### src/rtl/hom_pkg.sv
package hom_pkg;
    localparam int ADDR_W  = 16;
    localparam int DATA_W  = 8;
    localparam int PLANES  = 4;
    localparam int PIDX_W  = $clog2(PLANES);
    localparam int SEL_W   = 3;

    localparam int MM_PLANAR_BIT = 2;
    localparam int GM_OE_RD_BIT  = 4;

    typedef enum logic [SEL_W-1:0] {
        SEL_MEMMODE = 3'd0,
        SEL_MASK    = 3'd1,
        SEL_RDMAP   = 3'd2,
        SEL_GFXMODE = 3'd3,
        SEL_MISC    = 3'd4,
        SEL_PAGE    = 3'd5
    } hom_sel_e;

    typedef struct packed {
        logic              planar_wr;
        logic [PLANES-1:0] map_mask;
        logic [PIDX_W-1:0] rd_map;
        logic              oe_rd;
        logic              page;
    } hom_cfg_t;

    function automatic logic [ADDR_W-1:0] oe_addr(input logic [ADDR_W-1:0] off,
                                                  input logic page);
        return {off[ADDR_W-1:1], page};
    endfunction
endpackage

### src/rtl/hom_cfg_regs.sv
module hom_cfg_regs
    import hom_pkg::*;
(
    input  logic              clk,
    input  logic              rst,
    input  logic              reg_we,
    input  logic [SEL_W-1:0]  reg_sel,
    input  logic [DATA_W-1:0] wdata,
    output hom_cfg_t          cfg
);
    always_ff @(posedge clk) begin
        if (rst) begin
            cfg <= '0;
        end else if (reg_we) begin
            case (hom_sel_e'(reg_sel))
                SEL_MEMMODE: cfg.planar_wr <= wdata[MM_PLANAR_BIT];
                SEL_MASK:    cfg.map_mask  <= wdata[PLANES-1:0];
                SEL_RDMAP:   cfg.rd_map    <= wdata[PIDX_W-1:0];
                SEL_GFXMODE: cfg.oe_rd     <= wdata[GM_OE_RD_BIT];
                SEL_PAGE:    cfg.page      <= wdata[0];
                default:     ;
            endcase
        end
    end


    a_r1_reset_clear: assert property (@(posedge clk) $past(rst) |-> cfg == '0)
        else $error("config not cleared by reset");


    a_r10_mask_next: assert property (@(posedge clk) disable iff (rst)
        (reg_we && reg_sel == SEL_MASK) |=> cfg.map_mask == $past(wdata[PLANES-1:0]))
        else $error("map mask not loaded on next edge");


    a_r9_misc_inert: assert property (@(posedge clk) disable iff (rst)
        (reg_we && reg_sel == SEL_MISC) |=> $stable(cfg))
        else $error("misc write altered config");
endmodule

### src/rtl/hom_wmap.sv
module hom_wmap
    import hom_pkg::*;
(
    input  logic              clk,
    input  logic              rst,
    input  hom_cfg_t          cfg,
    input  logic              host_wr,
    input  logic [ADDR_W-1:0] host_off,
    output logic [PLANES-1:0] we,
    output logic [ADDR_W-1:0] waddr
);
    for (genvar p = 0; p < PLANES; p++) begin : g_plane
        localparam logic PAR = p[0];
        logic par_ok;
        assign par_ok = cfg.planar_wr || (host_off[0] == PAR);
        assign we[p]  = host_wr && cfg.map_mask[p] && par_ok;
    end

    assign waddr = cfg.planar_wr ? host_off : oe_addr(host_off, cfg.page);

    logic [PLANES-1:0] wrong_par;
    always_comb begin
        for (int p = 0; p < PLANES; p++) wrong_par[p] = (p % 2 == 1) != host_off[0];
    end


    a_r3_parity: assert property (@(posedge clk) disable iff (rst)
        (host_wr && !cfg.planar_wr) |-> (we & wrong_par) == '0)
        else $error("odd/even write reached wrong-parity plane");
endmodule

### src/rtl/hom_rmap.sv
module hom_rmap
    import hom_pkg::*;
(
    input  logic              clk,
    input  logic              rst,
    input  hom_cfg_t          cfg,
    input  logic              host_rd,
    input  logic [ADDR_W-1:0] host_off,
    output logic [PIDX_W-1:0] rd_plane,
    output logic [ADDR_W-1:0] raddr
);
    always_comb begin
        if (cfg.oe_rd) begin
            rd_plane = {cfg.rd_map[PIDX_W-1:1], host_off[0]};
            raddr    = oe_addr(host_off, cfg.page);
        end else begin
            rd_plane = cfg.rd_map;
            raddr    = host_off;
        end
    end


    a_r5_rd_parity: assert property (@(posedge clk) disable iff (rst)
        (host_rd && cfg.oe_rd) |-> rd_plane[0] == host_off[0])
        else $error("odd/even read plane parity wrong");


    a_r6_rd_planar: assert property (@(posedge clk) disable iff (rst)
        (host_rd && !cfg.oe_rd) |-> raddr == host_off)
        else $error("planar read address altered");
endmodule

### src/rtl/hom_mapper.sv
module hom_mapper
    import hom_pkg::*;
(
    input  logic              clk,
    input  logic              rst,
    input  logic              reg_we,
    input  logic [2:0]        reg_sel,
    input  logic              host_wr,
    input  logic              host_rd,
    input  logic [15:0]       host_off,
    input  logic [7:0]        host_wdata,
    output logic [3:0]        plane_we,
    output logic              plane_rd,
    output logic [15:0]       plane_addr,
    output logic [7:0]        plane_wdata,
    output logic [1:0]        rd_plane
);
    hom_cfg_t          cfg;
    logic [ADDR_W-1:0] waddr, raddr;

    hom_cfg_regs u_regs (
        .clk(clk), .rst(rst), .reg_we(reg_we), .reg_sel(reg_sel),
        .wdata(host_wdata), .cfg(cfg)
    );

    hom_wmap u_wmap (
        .clk(clk), .rst(rst), .cfg(cfg), .host_wr(host_wr),
        .host_off(host_off), .we(plane_we), .waddr(waddr)
    );

    hom_rmap u_rmap (
        .clk(clk), .rst(rst), .cfg(cfg), .host_rd(host_rd),
        .host_off(host_off), .rd_plane(rd_plane), .raddr(raddr)
    );

    assign plane_addr  = host_wr ? waddr : raddr;
    assign plane_rd    = host_rd && !host_wr;
    assign plane_wdata = host_wdata;


    a_r11_idle_no_we: assert property (@(posedge clk) disable iff (rst)
        !host_wr |-> plane_we == '0)
        else $error("plane enabled without host write");


    a_r8_page_sub: assert property (@(posedge clk) disable iff (rst)
        (host_wr && !cfg.planar_wr) |-> plane_addr[0] == cfg.page)
        else $error("page bit not substituted");


    a_r4_planar_wr: assert property (@(posedge clk) disable iff (rst)
        (host_wr && cfg.planar_wr) |-> (plane_we == cfg.map_mask && plane_addr == host_off))
        else $error("planar write mapping wrong");
endmodule

### config.mk
export PLATFORM = sky130hd
export DESIGN_NAME = hom_mapper
export DESIGN_NICKNAME = d
export VERILOG_FILES = /design/src/rtl/hom_pkg.sv /design/src/rtl/hom_cfg_regs.sv /design/src/rtl/hom_wmap.sv /design/src/rtl/hom_rmap.sv /design/src/rtl/hom_mapper.sv
export SDC_FILE = /design/constraint.sdc
export NUM_CORES = 1
export LEC_CHECK = 0
export ABC_AREA = 1
export BUFFER_PORTS_ARGS = -buffer_cell sky130_fd_sc_hd__buf_2
export CORE_ASPECT_RATIO = 0.9
export CORE_MARGIN = 2
export CORE_UTILIZATION = 40
export DETAILED_ROUTE_END_ITERATION = 8
export GPL_TIMING_DRIVEN = 1
export HOLD_SLACK_MARGIN = 0.05
export PLACE_DENSITY = 0.84
export SLEW_MARGIN = 20
export SYNTH_ARGS = -nofsm -noshare
export SYNTH_HDL_FRONTEND = slang
export SYNTH_SLANG_ARGS = --single-unit
### constraint.sdc
create_clock -name clk -period 1.55 [get_ports clk]
set_input_delay 0.31 -clock clk [delete_from_list [all_inputs] [get_ports clk]]
set_output_delay 0.31 -clock clk [all_outputs]
set_load 0.01 [all_outputs]
# Word level (Yosys, flattened, before mapping)
# Index checks and enable logic that the tools add are counted.
dict set report word_totals {
  regBits 9
  in_bits 32
  output_inout_bits 31
  word_cells 32
}
dict set report op_classes {
  eq_ne 4
  n_mux 4
  n_bitwise 1
  reduce_logical 18
}
# operator n
set op_table {}
lappend op_table {{$reduce_and 2->1} 5}
lappend op_table {{$logic_and 1x1->1} 9}
lappend op_table {{$eq 3x2->1 const B} 2}
lappend op_table {{$mux 1} 4}
lappend op_table {{$eq 3x1->1 const B} 1}
lappend op_table {{$eq 3x3->1 const B} 1}
lappend op_table {{$logic_not 3->1} 1}
lappend op_table {{$logic_or 1x1->1} 2}
lappend op_table {{$logic_not 1->1} 1}
lappend op_table {{$not 1->1} 1}

# Logic depth before layout (Yosys ltp)
# Gate-level depths: netlist (run 1).
dict set report logic_depth {
  depth_word 3
  ltp_mapped 5
  mapped_depth_nobuf 5
}

# Hierarchy
# From an unflattened synthesis (run 1), not the netlist that was laid out.
dict set report unflattened {
  hier_cells 181
  area_unflattened_um2 1067.3
}
# mod instances cells_per_inst area_each_um2 seq_area_each_um2
set by_module_without_submodules {}
lappend by_module_without_submodules {hom_cfg_regs 1 68 445.4 180.2}
lappend by_module_without_submodules {hom_mapper 1 62 311.5 0.0}
lappend by_module_without_submodules {hom_wmap 1 28 163.9 0.0}
lappend by_module_without_submodules {hom_rmap 1 23 146.4 0.0}

# Worst setup path after synthesis (run 1)
# No wires, ideal clock.
dict set report synth_path {
  kind {register to output}
  start {reg, netlist name u_regs.cfg[0]}
  end {out plane_addr[0]}
  arrival_ns 0.631
  required_ns 1.240
  path_slack_ns 0.609
  stages_incl_launch_ff 5
  path_buffers 0
  cell_sequence {dfxtp_1 > inv_1 > a21oi_1 > o21ai_0 > nand2_1}
}
dict set report synth_via {
  elab_chain_cells 2
  elab_cells_between_ends 3
  cone_classes {mux: 3}
}
# item line_no
set synth_lines {}
lappend synth_lines {{$mux 1 (on tied branches)} {hom_rmap.sv:13, hom_wmap.sv:19}}
lappend synth_lines {{$mux 1 *} hom_mapper.sv:36} ;# assign plane_addr = host_wr ? waddr : raddr;
lappend synth_lines {{end: declaration} hom_mapper.sv:14} ;# output logic [15:0] plane_addr,
# Mark *: on every way between the ends. The rest lies on a longest branch, timed or not.

# Worst setup path in the final report (run 1)
dict set report layout_path {
  start {reg, netlist name u_regs.cfg[0]}
  end {out plane_addr[0]}
}
dict set report layout_via {
  elab_chain_cells 2
  elab_cells_between_ends 3
  cone_classes {mux: 3}
}
# item line_no
set layout_lines {}
lappend layout_lines {{$mux 1 (on tied branches)} {hom_rmap.sv:13, hom_wmap.sv:19}}
lappend layout_lines {{$mux 1 *} hom_mapper.sv:36}
# Marked as above.

==> results.py, run 1 <==
metrics = {
    "synthesis": {
        "ys_ff_latch": 9,
        "avgSynthCellArea_um2": 6.39,
        "syn_inst": 113,
        "ys_warn_count": 0,
        "synth_async_sr_flop_share_pct": 0,
        "yosys-top-cells-count": "buf_4 (24), nor2_1 (24), nand2_1 (19)",
        "netlist-cell-type-count": 15,
        "synth.area.top_cells": "dfxtp_1 (25%), buf_4 (25%), nor2_1 (12%), nand2_1 (9.9%), nand3_1 (6.2%)",
        "syn-num-nets": 145,
        "netlist_area_um2": 722,
        "yosys.area.top_type": "dfxtp_1",
        "synth_top_area_share_pct": 25.0,
        "ys_seq_area_share_pct": 25.0,
        "synth-edff-count": 0,
        "ys.flop_type": "dfxtp_1",
    },
    "worst_setup_path": {
        "r2r_cells": 2,
        "critPathMaxFanout": 3,
        "reg2reg_setup_slack_ps": 920,
        "rr_endpoint": "u_regs.cfg[8]",
        "r2r_start": "u_regs.cfg[8]",
        "timing_worst_setup_path_type": "reg2out",
        "worstPathArrival_ps": 1060,
        "crit_required_ps": 1240,
        "end_kind": "primary output",
        "critPathLaunch": "u_regs.cfg[0]",
        "startpoint_type": "flop",
    },
    "finish": {
        "post-route-util_pct": 43.3,
        "top_regs": "u_regs.cfg x9",
        "multiInputGateArea_um2": 305,
        "drive_above_1_share_pct": 31.9,
        "regMostFlops": "u_regs.cfg",
        "seq_area_um2": 180,
        "nFillCells": 205,
        "synthToLayoutAreaGrowth_pct": 0.867,
        "diodes": 0,
        "layoutNonFillerInstCount": 143,
        "postLayoutCellArea_um2": 728,
        "largest_register_ffs": 9,
        "nNetsFinal": 152,
    },
    "detailed_routing": {
        "drt_iter0_drc": 14,
        "drc": 0,
        "ant_nets": 0,
        "wl_um": 1310,
        "viasPerCell": 4.51,
        "firstDrtPassIters": 4,
        "wl_per_cell_um": 9.14,
        "vias": 645,
    },
    "sta": {
        "max_slew.worst_pin.slew_ps": 225,
        "max_freq_ghz": 0.731,
        "drv_slew": 0,
        "finalSetupTns_ps": 0,
        "setup_viol": 0,
        "hold_viol": 0,
        "fin_crit_ps": 1370,
        "slew_headroom_pct": 84.9,
        "clock_skew_ps": 0,
        "fin_crit_sh_pct": 88.2,
        "rsz0062_at_grt": "no",
    },
    "min_path": {
        "worstHoldEndpoint": "u_regs.cfg[1]",
        "hold_start": "host_wdata[4]",
        "hold_class": "in2reg",
        "holdPathStages": 5,
    },
    "placement": {
        "io_buffer_count": 26,
        "dp_hpwl_um": 1100,
        "placed_area_um2": 702,
        "gp_congestion": 0.811,
        "placed_cells": 139,
    },
    "pwr": {
        "p_leak_nw": 0.395,
        "ir_drop_v": 0.000295,
        "finalPower_mw": 0.532,
        "combPwrFrac_pct": 20.8,
        "p_int_mw": 0.382,
        "switching_share_pct": 28.1,
        "seqPwrFrac_pct": 46.1,
        "power_switching_mw": 0.149,
        "powerDensity_mw_per_mm2": 730,
        "pwr-share-clk_pct": 33.0,
    },
    "floorplanning": {
        "start_util_pct": 42.9,
        "pin_count": 63,
        "die_area_mm2": 0.00216,
        "die_h_um": 44.3,
        "core_mm2": 0.00168,
        "fp.dieW_um": 48.8,
        "rows": 14,
    },
    "global_route": {
        "grt_pass1_vias": 553,
        "grt_usage_pct": 13.0,
        "grt_start_max_net_pins": 11,
        "grt_first_pass_wirelength_um": 2150,
        "grt_antenna_before_repair": 0,
        "overflow": 0,
    },
    "clocking": {
        "ctsResizeCount": 0,
        "cts_tree": "done",
        "clk-insertion-delay-late_ps": 250,
        "clk_pin_slew_ps": 60,
        "numCtsBuffers": 3,
        "h-tree-depth": 1,
        "post_cts.repair.setup_buffers": 0,
        "cts_root_buffer": "clkbuf_4",
        "cts_hold_buffers": 0,
        "cts_sinks": 9,
        "cts.path.max_buffers": 2,
    },
    "outcome": {
        "run_status": "finished clean",
    },
    "run": {
        "cap_viol_max_count": 0,
    },
}
how the worst max path moves through the flow:
stage                     depth (start not counted)             to  slack (ps)
after floorplan                                   4  plane_addr[0]         610
after global placement                            6  plane_addr[0]         430
after detailed placement                          6  plane_addr[0]         400
final                                             5  plane_addr[0]         180
after CTS                                         5  plane_addr[0]         180
after global routing                              5  plane_addr[0]          80
logic make-up after synthesis:
family	Yosys count	share of synthesized area [%]
buffers and inverters	39	32.8
and+or+nand+nor	58	37.1
AOI/OAI and AO/OA	7	5.20
DFF	9	25.0
power by group through the flow:
stage	sequential [mW]	clock, mW	combinational, mW
floorplan	0.249	0	0.122
global placement	0.250	0	0.109
detailed placement	0.251	0	0.112
CTS	0.245	0.182	0.112
global route	0.246	0.194	0.126
finish	0.245	0.176	0.111
worst max-delay path, stage by stage, from the launching register on:
cell	delay, ps
dfxtp_1	380
inv_1	50
a21oi_1	110
o21ai_0	90
nand2_1	60
buf_2	120
per-stage QoR:
step	setup WS, ps	hold WS [ps]
2_1_floorplan	609	455
3_5_place_dp	402	476
4_1_cts	175	384
5_1_grt	79.4	409
3_3_place_gp	433	472
6_report	183	382
layer usage:
layer | share of wire, % | track usage [%] | routed length, um | vias to the layer above
met4 | 0.46 | 8.57 | 6 | 0
li1 | - | - | - | 334
met3 | 10 | 4.73 | 136 | 2
met2 | 46 | 21.4 | 600 | 28
met1 | 43 | 14.5 | 563 | 281
met5 | 0 | 0 | 0 | -
layout by cell type, fill, tap and decap left out:
cell type   n
nor2_2      2
clkbuf_4    3
clkbuf_1    1
nor2_1     24
nand2_1    19
dfxtp_1     9
o211ai_1    1
nand3_1     9
nor2_8      1
o21ai_0     1
a21oi_1     5
clkinv_1    1
inv_1      11
nand2_2     1
inv_2       3
nor2_4      2
buf_2      26
final cells by class:
class / instances / share of cell area [%]
flip-flops and latches: 9 / 24.7
well taps: 24 / 4.12
repair buffers: 26 / 17.9
inverters: 15 / 7.73
clock buffers: 4 / 3.61
multi-input cells: 65 / 41.9
(Power assumes the default switching activity.)
==> run 2, diff against run 1 <==
--- a/config.mk
+++ b/config.mk
@@ -11,7 +11,7 @@
 export CORE_MARGIN = 2
 export CORE_UTILIZATION = 40
 export DETAILED_ROUTE_END_ITERATION = 8
-export GPL_TIMING_DRIVEN = 1
+export GPL_TIMING_DRIVEN = 0
 export HOLD_SLACK_MARGIN = 0.05
 export PLACE_DENSITY = 0.84
 export SLEW_MARGIN = 20
==> run 2 against run 1 <==
Clock power increased by 5%. Final area rose by 37%. Sequential power is essentially flat. Global-route usage up 1.4 points. Combinational power is 71% higher. Via count is 23% higher. Count of clock-buffer cells in the layout did not move. First-iteration DRC count fell by 21%. Fmax down 0.15%. Critical path type unchanged. Critical endpoint unchanged. Largest power group unchanged.
==> results.py, run 2 (synthesis results as in run 1) <==
metrics = {
    "outcome": {
        "run_status": "finished clean",
    },
    "worst_setup_path": {
        "timing_worst_setup_path_type": "reg2out",
        "rr_endpoint": "u_regs.cfg[1]",
        "r2r_cells": 2,
        "crit_path_max_incr_delay_ps": 370,
        "worstPathArrival_ps": 1060,
        "cp_top_family": "flip-flops",
        "end_kind": "primary output",
        "critPathLaunch": "u_regs.cfg[0]",
        "critPathMaxFanout": 3,
        "cpMaxStageDelayCell": "dfxtp_1",
        "path_cells": "inv_1 -> a21oi_1 -> o21ai_0 -> nand2_1 -> buf_2",
        "startpoint_type": "flop",
        "cp_num_buf_inv": 2,
        "r2r_start": "u_regs.cfg[1]",
        "crit_required_ps": 1240,
        "reg2reg_setup_slack_ps": 930,
    },
    "detailed_routing": {
        "vias": 794,
        "drt_iter0_drc": 11,
        "wl_um": 1540,
        "drc": 0,
        "firstDrtPassIters": 5,
        "wl_per_cell_um": 8.35,
        "ant_nets": 0,
        "viasPerCell": 4.29,
    },
    "finish": {
        "post-route-util_pct": 59.4,
        "postLayoutCellArea_um2": 998,
        "nFillCells": 177,
        "drive_above_1_share_pct": 49.7,
        "top_regs": "u_regs.cfg x9",
        "layoutNonFillerInstCount": 185,
        "largest_register_ffs": 9,
        "nNetsFinal": 194,
        "final_common_cell": "buf_2",
        "diodes": 0,
        "synthToLayoutAreaGrowth_pct": 38.3,
        "final_cell_mix": "buf_2 (44), nor2_1 (24), buf_4 (24), nand2_1 (19), inv_1 (11)",
        "regMostFlops": "u_regs.cfg",
    },
    "clocking": {
        "post_cts.repair.setup_buffers": 0,
        "cts.path.max_buffers": 2,
        "cts_tree": "done",
        "h-tree-depth": 1,
        "cts_sinks": 9,
        "ctsResizeCount": 0,
        "clk-insertion-delay-late_ps": 260,
        "cts_root_buffer": "clkbuf_4",
        "numCtsBuffers": 3,
        "cts_hold_buffers": 0,
        "clk_pin_slew_ps": 60,
    },
    "global_route": {
        "grt_usage_pct": 14.3,
        "grt_first_pass_wirelength_um": 2370,
        "grt_pass1_vias": 602,
        "overflow": 0,
        "grt_antenna_before_repair": 0,
        "grt_start_max_net_pins": 11,
    },
    "floorplanning": {
        "pin_count": 63,
        "fp.dieW_um": 48.8,
        "core_mm2": 0.00168,
        "rows": 14,
        "die_h_um": 44.3,
        "start_util_pct": 42.9,
        "die_area_mm2": 0.00216,
    },
    "placement": {
        "io_buffer_count": 44,
        "dp_hpwl_um": 1290,
        "placed_cells": 181,
        "gp_congestion": 0.818,
        "placed_area_um2": 972,
    },
    "min_path": {
        "worstHoldEndpoint": "u_regs.cfg[1]",
        "holdPathStages": 5,
        "hold_class": "in2reg",
        "hold_start": "host_wdata[4]",
    },
    "sta": {
        "clock_skew_ps": 0,
        "max_freq_ghz": 0.730,
        "finalSetupTns_ps": 0,
        "slew_headroom_pct": 85.3,
        "rsz0062_at_grt": "no",
        "hold_viol": 0,
        "fin_crit_ps": 1370,
        "fin_crit_sh_pct": 88.3,
        "drv_slew": 0,
        "setup_viol": 0,
        "max_slew.worst_pin.slew_ps": 219,
    },
    "pwr": {
        "powerDensity_mw_per_mm2": 620,
        "finalPower_mw": 0.619,
        "p_leak_nw": 0.582,
        "ir_drop_v": 0.000307,
    },
    "run": {
        "cap_viol_max_count": 0,
    },
}
## run 2: cell types whose count changed in the layout (fill, tap and decap cells not counted), sizes merged
cell and delta:
buf +42
## run 2: how the worst max path moves through the flow
stage	endpoint	cells past startpoint
2_1_floorplan	plane_addr[0]	4
3_3_place_gp	plane_addr[0]	6
3_5_place_dp	plane_addr[0]	6
4_1_cts	plane_addr[0]	5
5_1_grt	plane_addr[0]	5
6_report	plane_addr[0]	5
## run 2: cell type report
| class | count | area [um^2] | area share, % |
|---|---|---|---|
| multi-input cells | 65 | 305 | 30.6 |
| repair buffers | 44 | 220 | 22.1 |
| flip-flops and latches | 9 | 180 | 18.0 |
| plain buffers | 24 | 180 | 18.0 |
| inverters | 15 | 56.3 | 5.64 |
| well taps | 24 | 30.0 | 3.01 |
| clock buffers | 4 | 26.3 | 2.63 |
## run 2: stage by stage
step           hold WS [ps]  worst slack (ps)
2_1_floorplan           455               609
3_3_place_gp            471               411
3_5_place_dp            472               387
4_1_cts                 373               173
5_1_grt                 425              74.0
6_report                371               181
## run 2: worst min-delay path: cells and delay by family
family                 cells  cell delay, ps
and+or+nand+nor            3             170
buffers and inverters      2             120
## run 2: metal layers
layer | up-vias | wire [um] | share of wire [%] | track usage (%)
li1 | 417 | - | - | -
met1 | 329 | 590 | 38 | 14.8
met2 | 46 | 751 | 49 | 26.0
met3 | 2 | 191 | 12 | 5.74
met4 | 0 | 11 | 0.71 | 6.86
met5 | - | 0 | 0 | 0
## run 2: where the power goes
part           total, mW  switching, mW  internal [mW]
logic              0.190         0.0936         0.0968
registers          0.245        0.00563          0.239
clock network      0.184         0.0843         0.0994
